===== src/rtl/rid_xlate_pkg.sv =====
package rid_xlate_pkg;

  localparam int RID_W   = 16;
  localparam int SB_W    = 16;
  localparam int LEN_W   = RID_W + 1;
  localparam int DATA_W  = 32;
  localparam int CTRL_FW = 4;
  localparam int VALID_BIT = DATA_W - 1;

  typedef enum logic [1:0] {
    FLD_RID_BASE = 2'd0,
    FLD_SB_BASE  = 2'd1,
    FLD_LENGTH   = 2'd2,
    FLD_CONTROL  = 2'd3
  } field_e;

  typedef struct packed {
    logic               valid;
    logic [CTRL_FW-1:0] ctrl;
    logic [RID_W-1:0]   rid_base;
    logic [SB_W-1:0]    sb_base;
    logic [LEN_W-1:0]   len;
  } map_entry_t;

endpackage


===== src/rtl/rid_map_regs.sv =====
module rid_map_regs
  import rid_xlate_pkg::*;
#(
  parameter int NUM_ENTRIES = 8,
  parameter int IDX_W       = 3,
  parameter int ADDR_W      = IDX_W + 3
) (
  input  logic              clk,
  input  logic              rst,
  input  logic              wr_en,
  input  logic [ADDR_W-1:0] wr_addr,
  input  logic [DATA_W-1:0] wr_data,
  output logic [RID_W-1:0]  mask,
  output map_entry_t        tbl [NUM_ENTRIES]
);

  logic             sel_mask;
  logic [IDX_W-1:0] wr_idx;
  field_e           wr_fld;

  assign sel_mask = wr_addr[ADDR_W-1];
  assign wr_idx   = wr_addr[IDX_W+1:2];
  assign wr_fld   = field_e'(wr_addr[1:0]);

  always_ff @(posedge clk) begin
    if (rst) begin
      mask <= '1;
    end else if (wr_en && sel_mask) begin
      mask <= wr_data[RID_W-1:0];
    end
  end

  for (genvar e = 0; e < NUM_ENTRIES; e++) begin : g_entry
    logic hit_this;
    assign hit_this = wr_en && !sel_mask && (wr_idx == IDX_W'(e));

    always_ff @(posedge clk) begin
      if (rst) begin
        tbl[e] <= '0;
      end else if (hit_this) begin
        case (wr_fld)
          FLD_RID_BASE: tbl[e].rid_base <= wr_data[RID_W-1:0];
          FLD_SB_BASE:  tbl[e].sb_base  <= wr_data[SB_W-1:0];
          FLD_LENGTH:   tbl[e].len      <= wr_data[LEN_W-1:0];
          FLD_CONTROL: begin
            tbl[e].valid <= wr_data[VALID_BIT];
            tbl[e].ctrl  <= wr_data[CTRL_FW-1:0];
          end
          default: ;
        endcase
      end
    end
  end

endmodule


===== src/rtl/rid_range_match.sv =====
module rid_range_match
  import rid_xlate_pkg::*;
(
  input  map_entry_t       ent,
  input  logic [RID_W-1:0] rid,
  output logic             hit,
  output logic [SB_W-1:0]  sb
);

  // One bit wider than base + length can reach, so the upper bound never wraps.
  localparam int CMP_W = LEN_W + 1;

  logic [CMP_W-1:0] r_ext;
  logic [CMP_W-1:0] lo_ext;
  logic [CMP_W-1:0] hi_ext;
  logic [RID_W-1:0] offset;

  assign r_ext  = {{(CMP_W-RID_W){1'b0}}, rid};
  assign lo_ext = {{(CMP_W-RID_W){1'b0}}, ent.rid_base};
  assign hi_ext = lo_ext + {{(CMP_W-LEN_W){1'b0}}, ent.len};

  assign hit    = ent.valid && (r_ext >= lo_ext) && (r_ext < hi_ext);
  assign offset = rid - ent.rid_base;
  assign sb     = hit ? (SB_W'(offset) + ent.sb_base) : '0;

endmodule


===== src/rtl/rid_ctrl_pick.sv =====
module rid_ctrl_pick
  import rid_xlate_pkg::*;
#(
  parameter int NUM_ENTRIES = 8,
  parameter int CTRL_ID     = 0
) (
  input  map_entry_t             tbl    [NUM_ENTRIES],
  input  logic [NUM_ENTRIES-1:0] ent_hit,
  input  logic [SB_W-1:0]        ent_sb [NUM_ENTRIES],
  output logic                   hit,
  output logic [SB_W-1:0]        sb
);

  // Walk from the top index down so the lowest matching index is written last.
  always_comb begin
    hit = 1'b0;
    sb  = '0;
    for (int i = NUM_ENTRIES - 1; i >= 0; i--) begin
      if (ent_hit[i] && (tbl[i].ctrl == CTRL_FW'(CTRL_ID))) begin
        hit = 1'b1;
        sb  = ent_sb[i];
      end
    end
  end

endmodule


===== src/rtl/rid_msi_xlate.sv =====
module rid_msi_xlate
  import rid_xlate_pkg::*;
#(
  parameter int NUM_ENTRIES = 8,
  parameter int NUM_CTRL    = 4,
  localparam int IDX_W      = (NUM_ENTRIES > 1) ? $clog2(NUM_ENTRIES) : 1,
  localparam int ADDR_W     = IDX_W + 3,
  localparam int SBV_W      = NUM_CTRL * SB_W
) (
  input  logic                clk,
  input  logic                rst,
  input  logic                wr_en,
  input  logic [ADDR_W-1:0]   wr_addr,
  input  logic [DATA_W-1:0]   wr_data,
  input  logic                req_valid,
  input  logic [RID_W-1:0]    req_rid,
  output logic                rsp_valid,
  output logic [NUM_CTRL-1:0] rsp_hit,
  output logic [SBV_W-1:0]    rsp_sideband,
  output logic                rsp_no_match
);

  logic [RID_W-1:0]       mask;
  map_entry_t             tbl    [NUM_ENTRIES];
  logic [RID_W-1:0]       rid_masked;
  logic [NUM_ENTRIES-1:0] ent_hit;
  logic [SB_W-1:0]        ent_sb [NUM_ENTRIES];
  logic [NUM_CTRL-1:0]    pick_hit;
  logic [SBV_W-1:0]       pick_sb;

  rid_map_regs #(
    .NUM_ENTRIES (NUM_ENTRIES),
    .IDX_W       (IDX_W),
    .ADDR_W      (ADDR_W)
  ) u_regs (
    .clk     (clk),
    .rst     (rst),
    .wr_en   (wr_en),
    .wr_addr (wr_addr),
    .wr_data (wr_data),
    .mask    (mask),
    .tbl     (tbl)
  );

  assign rid_masked = req_rid & mask;

  for (genvar e = 0; e < NUM_ENTRIES; e++) begin : g_match
    rid_range_match u_match (
      .ent (tbl[e]),
      .rid (rid_masked),
      .hit (ent_hit[e]),
      .sb  (ent_sb[e])
    );
  end

  for (genvar c = 0; c < NUM_CTRL; c++) begin : g_pick
    rid_ctrl_pick #(
      .NUM_ENTRIES (NUM_ENTRIES),
      .CTRL_ID     (c)
    ) u_pick (
      .tbl     (tbl),
      .ent_hit (ent_hit),
      .ent_sb  (ent_sb),
      .hit     (pick_hit[c]),
      .sb      (pick_sb[c*SB_W +: SB_W])
    );
  end

  always_ff @(posedge clk) begin
    if (rst) begin
      rsp_valid    <= 1'b0;
      rsp_hit      <= '0;
      rsp_sideband <= '0;
      rsp_no_match <= 1'b0;
    end else begin
      rsp_valid <= req_valid;
      if (req_valid) begin
        rsp_hit      <= pick_hit;
        rsp_sideband <= pick_sb;
        rsp_no_match <= ~|pick_hit;
      end
    end
  end

endmodule


===== config.mk =====
export PLATFORM = sky130hd
export DESIGN_NAME = rid_msi_xlate
export DESIGN_NICKNAME = d
export VERILOG_FILES = /design/src/rtl/rid_xlate_pkg.sv /design/src/rtl/rid_map_regs.sv /design/src/rtl/rid_range_match.sv /design/src/rtl/rid_ctrl_pick.sv /design/src/rtl/rid_msi_xlate.sv
export SDC_FILE = /design/constraint.sdc
export NUM_CORES = 2
export LEC_CHECK = 0
export BUFFER_PORTS_ARGS = -buffer_cell sky130_fd_sc_hd__buf_2
export CELL_PAD_IN_SITES_DETAIL_PLACEMENT = 0
export CELL_PAD_IN_SITES_GLOBAL_PLACEMENT = 1
export CORE_MARGIN = 10
export CORE_UTILIZATION = 48
export CTS_BUF_LIST = sky130_fd_sc_hd__clkbuf_16
export DETAILED_ROUTE_END_ITERATION = 8
export GPL_ROUTABILITY_DRIVEN = 0
export HOLD_SLACK_MARGIN = 0.12
export MAX_ROUTING_LAYER = met4
export PLACE_DENSITY = 0.84
export REMOVE_ABC_BUFFERS = 1
export SYNTH_ARGS = -nofsm -noshare
export SYNTH_HDL_FRONTEND = slang
export SYNTH_SLANG_ARGS = --single-unit

===== constraint.sdc =====
create_clock -name clk -period 5.55 [get_ports clk]
set_input_delay 0.2775 -clock clk [delete_from_list [all_inputs] [get_ports clk]]
set_output_delay 0.2775 -clock clk [all_outputs]
set_load 0.01 [all_outputs]

==> impl_metrics.toml <==
[critical_path]
r2r_end = "rsp_sideband[16]"
crit_path_end_kind = "flop"
startpoint_type = "flop"
cp_max_fo = 12
critical_path_class = "reg -> reg"
worstRegToRegCells = 21
rrSetupSlack_ps = -20
crit_arrival_ps = 6090
reg2reg_from = "u_regs.tbl[151]"
worstPathRequired_ps = 6070

[min_path]
holdPathEnd = "u_regs.tbl[216]"
min_from = "rst"
min_path_type = "in -> reg"
whs_path_depth = 2

[pwr]
p_leak_nw = 20.1
power_density_mw_per_mm2 = 222
p_total_mw = 10.9
peakVddDrop_uv = 237

[clock_tree]
clkSlewWorstSetupHoldPaths_ps = 60
clock_tree.root_cell = "clkbuf_16"
ctsHtreeMaxLevel = 3
numCtsBuffers = 67
max-clock-path-buffers = 3
clock_latency_ps = 670
cts_num_sinks = 518
cts_tree = "done"

[synth]
synthArstFlopShare = 0
syn_area_per_cell_sq_um = 7.52
synth-main-ff-cell = "dfxtp_1"
synth.distinct_cells = 98
synth-seq-cells = 518
synth_edf_count = 0
syn_area_sq_mm = 0.0436
synth_warnings = 0
ys_seq_area_frac = 0.238
synth_cells = 5795

[global_routing]
grt_pass1_vias = 41052
grt_overflow = 0
antenna_found_initial = 12
grt_max_degree = 189
grt_pass1_wl_mm = 266
grt.total_usage = 0.352

[placed_design]
portBuffers = 113
dp.cells = 7070
dpl.hpwl_mm = 131
post-place-ws_ps = -117

[status]
status = "finished, violations left"
violations = "DRC, setup timing"

[timing]
final-hold-violation-count = 0
setup_violations = 1
fin_crit_sh = 1.00
skew_ps = 38.6
fin_crit_ps = 5570
drv_slew = 0
setup_ws_ps = -17.5
tightest_slew_ps = 1220
rsz0062_at_grt = "true"
fmax_mhz = 180
relSlewSlack = 0.187

[drt]
drt_iter0_markers = 6052
drcViolationCount = 110
vias = 44760
ant_nets = 0
viasPerCell = 6.21
wl_per_cell_microns = 25.4
dr.pass1.iters = 9
drt_wl_total_mm = 183

[die]
fp.dieH_microns = 321
initial_core_util = 0.484
row_count = 110
die_w_microns = 321
pin_count = 128
core-area_sq_mm = 0.0900
dieArea_sq_mm = 0.103

[run]
drv_cap = 0

[cells_and_area]
final_nets = 6667
drive_above_1_share = 0.0946
final_cells = 7207
area_growth_pct = 12.6
==> worst max-delay path, cell delays in order (launching register included) <==
cell and delay (ps):
dfxtp_1 470, ha_1 360, nand3_1 140, nor2_1 70, a311oi_1 410, a21boi_0 150
nor2_1 200, o21bai_1 90, a21oi_1 170, xor2_1 190, ha_1 270, a21oi_1 200
nand3b_1 90, o41a_1 520, a21o_1 210, buf_4 180, nor2_1 400, buf_4 300
a21oi_1 90, a22oi_1 510, a21oi_1 160, a221o_1 280
==> layer usage <==
metal	vias up	wire length (microns)	part of all wire	global-route usage
met1	20962	74000	0.40	0.449
met3	657	22600	0.12	0.0961
met2	2592	73900	0.40	0.502
met4	0	12500	0.069	0.188
met5	-	0	0	-
li1	20549	-	-	-
==> per-stage QoR <==
stage | hold slack, ps | utilization | cell area, sq um | TNS, ps
2_1_floorplan | 347 | - | 42600 | -248
3_3_place_gp | 439 | 0.518 | 46700 | 0
3_5_place_dp | 446 | 0.518 | 46700 | -117
4_1_cts | 155 | 0.541 | 48700 | 0
5_1_grt | 186 | 0.545 | 49100 | -403
6_report | 135 | 0.545 | 49100 | -17.5
==> final cells by class <==
| type | count | area, sq um |
|---|---|---|
| antenna | 8 | 20.0 |
| clock buffer | 69 | 1730 |
| clock inverter | 46 | 280 |
| fill | 8749 | 40900 |
| inverter | 569 | 2140 |
| multi-input combinational | 4451 | 30500 |
| sequential | 518 | 10400 |
| tap | 1176 | 1470 |
| timing repair buffer | 370 | 2620 |
==> what timing repair did <==
action / CTS / global route
pin swaps: 0 / 14
gates resized for setup: 3 / 78
endpoints found under the setup margin: 3 / 61
setup buffers: 0 / 11
hold buffers: 3 / 0
hold endpoints to repair: 16 / 0
==> worst max-delay path by stage <==
stage	start	end	slack, ps	cells after the start
2_1_floorplan	u_regs.tbl[357]	rsp_sideband[59]	-220	20
3_3_place_gp	u_regs.tbl[0]	rsp_sideband[6]	30	25
3_5_place_dp	u_regs.tbl[271]	rsp_sideband[6]	-120	21
4_1_cts	u_regs.tbl[0]	rsp_sideband[49]	40	26
5_1_grt	u_regs.tbl[33]	rsp_sideband[8]	-90	29
6_report	u_regs.tbl[151]	rsp_sideband[16]	-20	21
==> where the power goes <==
group          leakage, nW  switching [mW]  internal (mW)  total (mW)
Combinational         14.9            1.99          0.909        2.90
Clock                 1.04            1.87           2.34        4.20
Sequential            4.18          0.0323           3.75        3.79
==> cells in the mapped netlist (17+ instances only) <==
cell       instances  area share
nand2_1         1067       0.092
a21oi_1          721       0.083
inv_1            567       0.049
dfxtp_1          518        0.24
ha_1             504        0.14
nor2_1           304       0.026
clkbuf_1         237       0.020
o21ai_0          208       0.024
a21o_1           138       0.024
nand3_1          135       0.016
fa_1             128       0.059
xnor2_1          122       0.025
xor2_1           113       0.023
nor3_1            98       0.011
a211oi_1          73       0.013
mux2i_1           51       0.012
o211ai_1          50      0.0086
o21a_1            49      0.0084
nand2b_1          45      0.0065
a31oi_1           44      0.0063
nand4_1           41      0.0059
o21bai_1          40      0.0069
o31ai_1           36      0.0062
a221oi_1          32      0.0064
nor2b_1           30      0.0043
a22oi_1           28      0.0048
a211o_1           25      0.0050
a311oi_1          25      0.0050
nor4_1            25      0.0036
and3_1            22      0.0032
or3_1             21      0.0030
and2_1            20      0.0029
a2111oi_0         17      0.0034
==> cell usage in the layout, fill, tap and decap left out, drive strengths merged, types with 49 or more instances in the layout <==
cell type	count
a211oi	75
a21o	138
a21oi	723
buf	367
clkbuf	69
dfxtp	518
fa	128
ha	504
inv	584
mux2i	52
nand2	1069
nand3	135
nor2	304
nor3	100
o211ai	50
o21a	49
o21ai	213
xnor2	122
xor2	113
==> state kept, by name, summed over array words and instances (netlist names) <==
signal / flops
u_regs.tbl: 432
rsp_sideband: 64
u_regs.mask: 16
rsp_hit: 4
rsp_no_match: 1
rsp_valid: 1
==> kinds of logic after synthesis <==
group | count (synthesis) | synth area share
buffers and inverters | 826 | 0.0715
multiplexers | 54 | 0.0127
flip-flops | 518 | 0.238
adder cells (fa/ha/maj) | 632 | 0.203
AO/OA/AOI/OAI | 1650 | 0.240
XOR/XNOR | 235 | 0.0472
AND/OR/NAND/NOR | 1880 | 0.187
(Power assumes the default switching activity.)
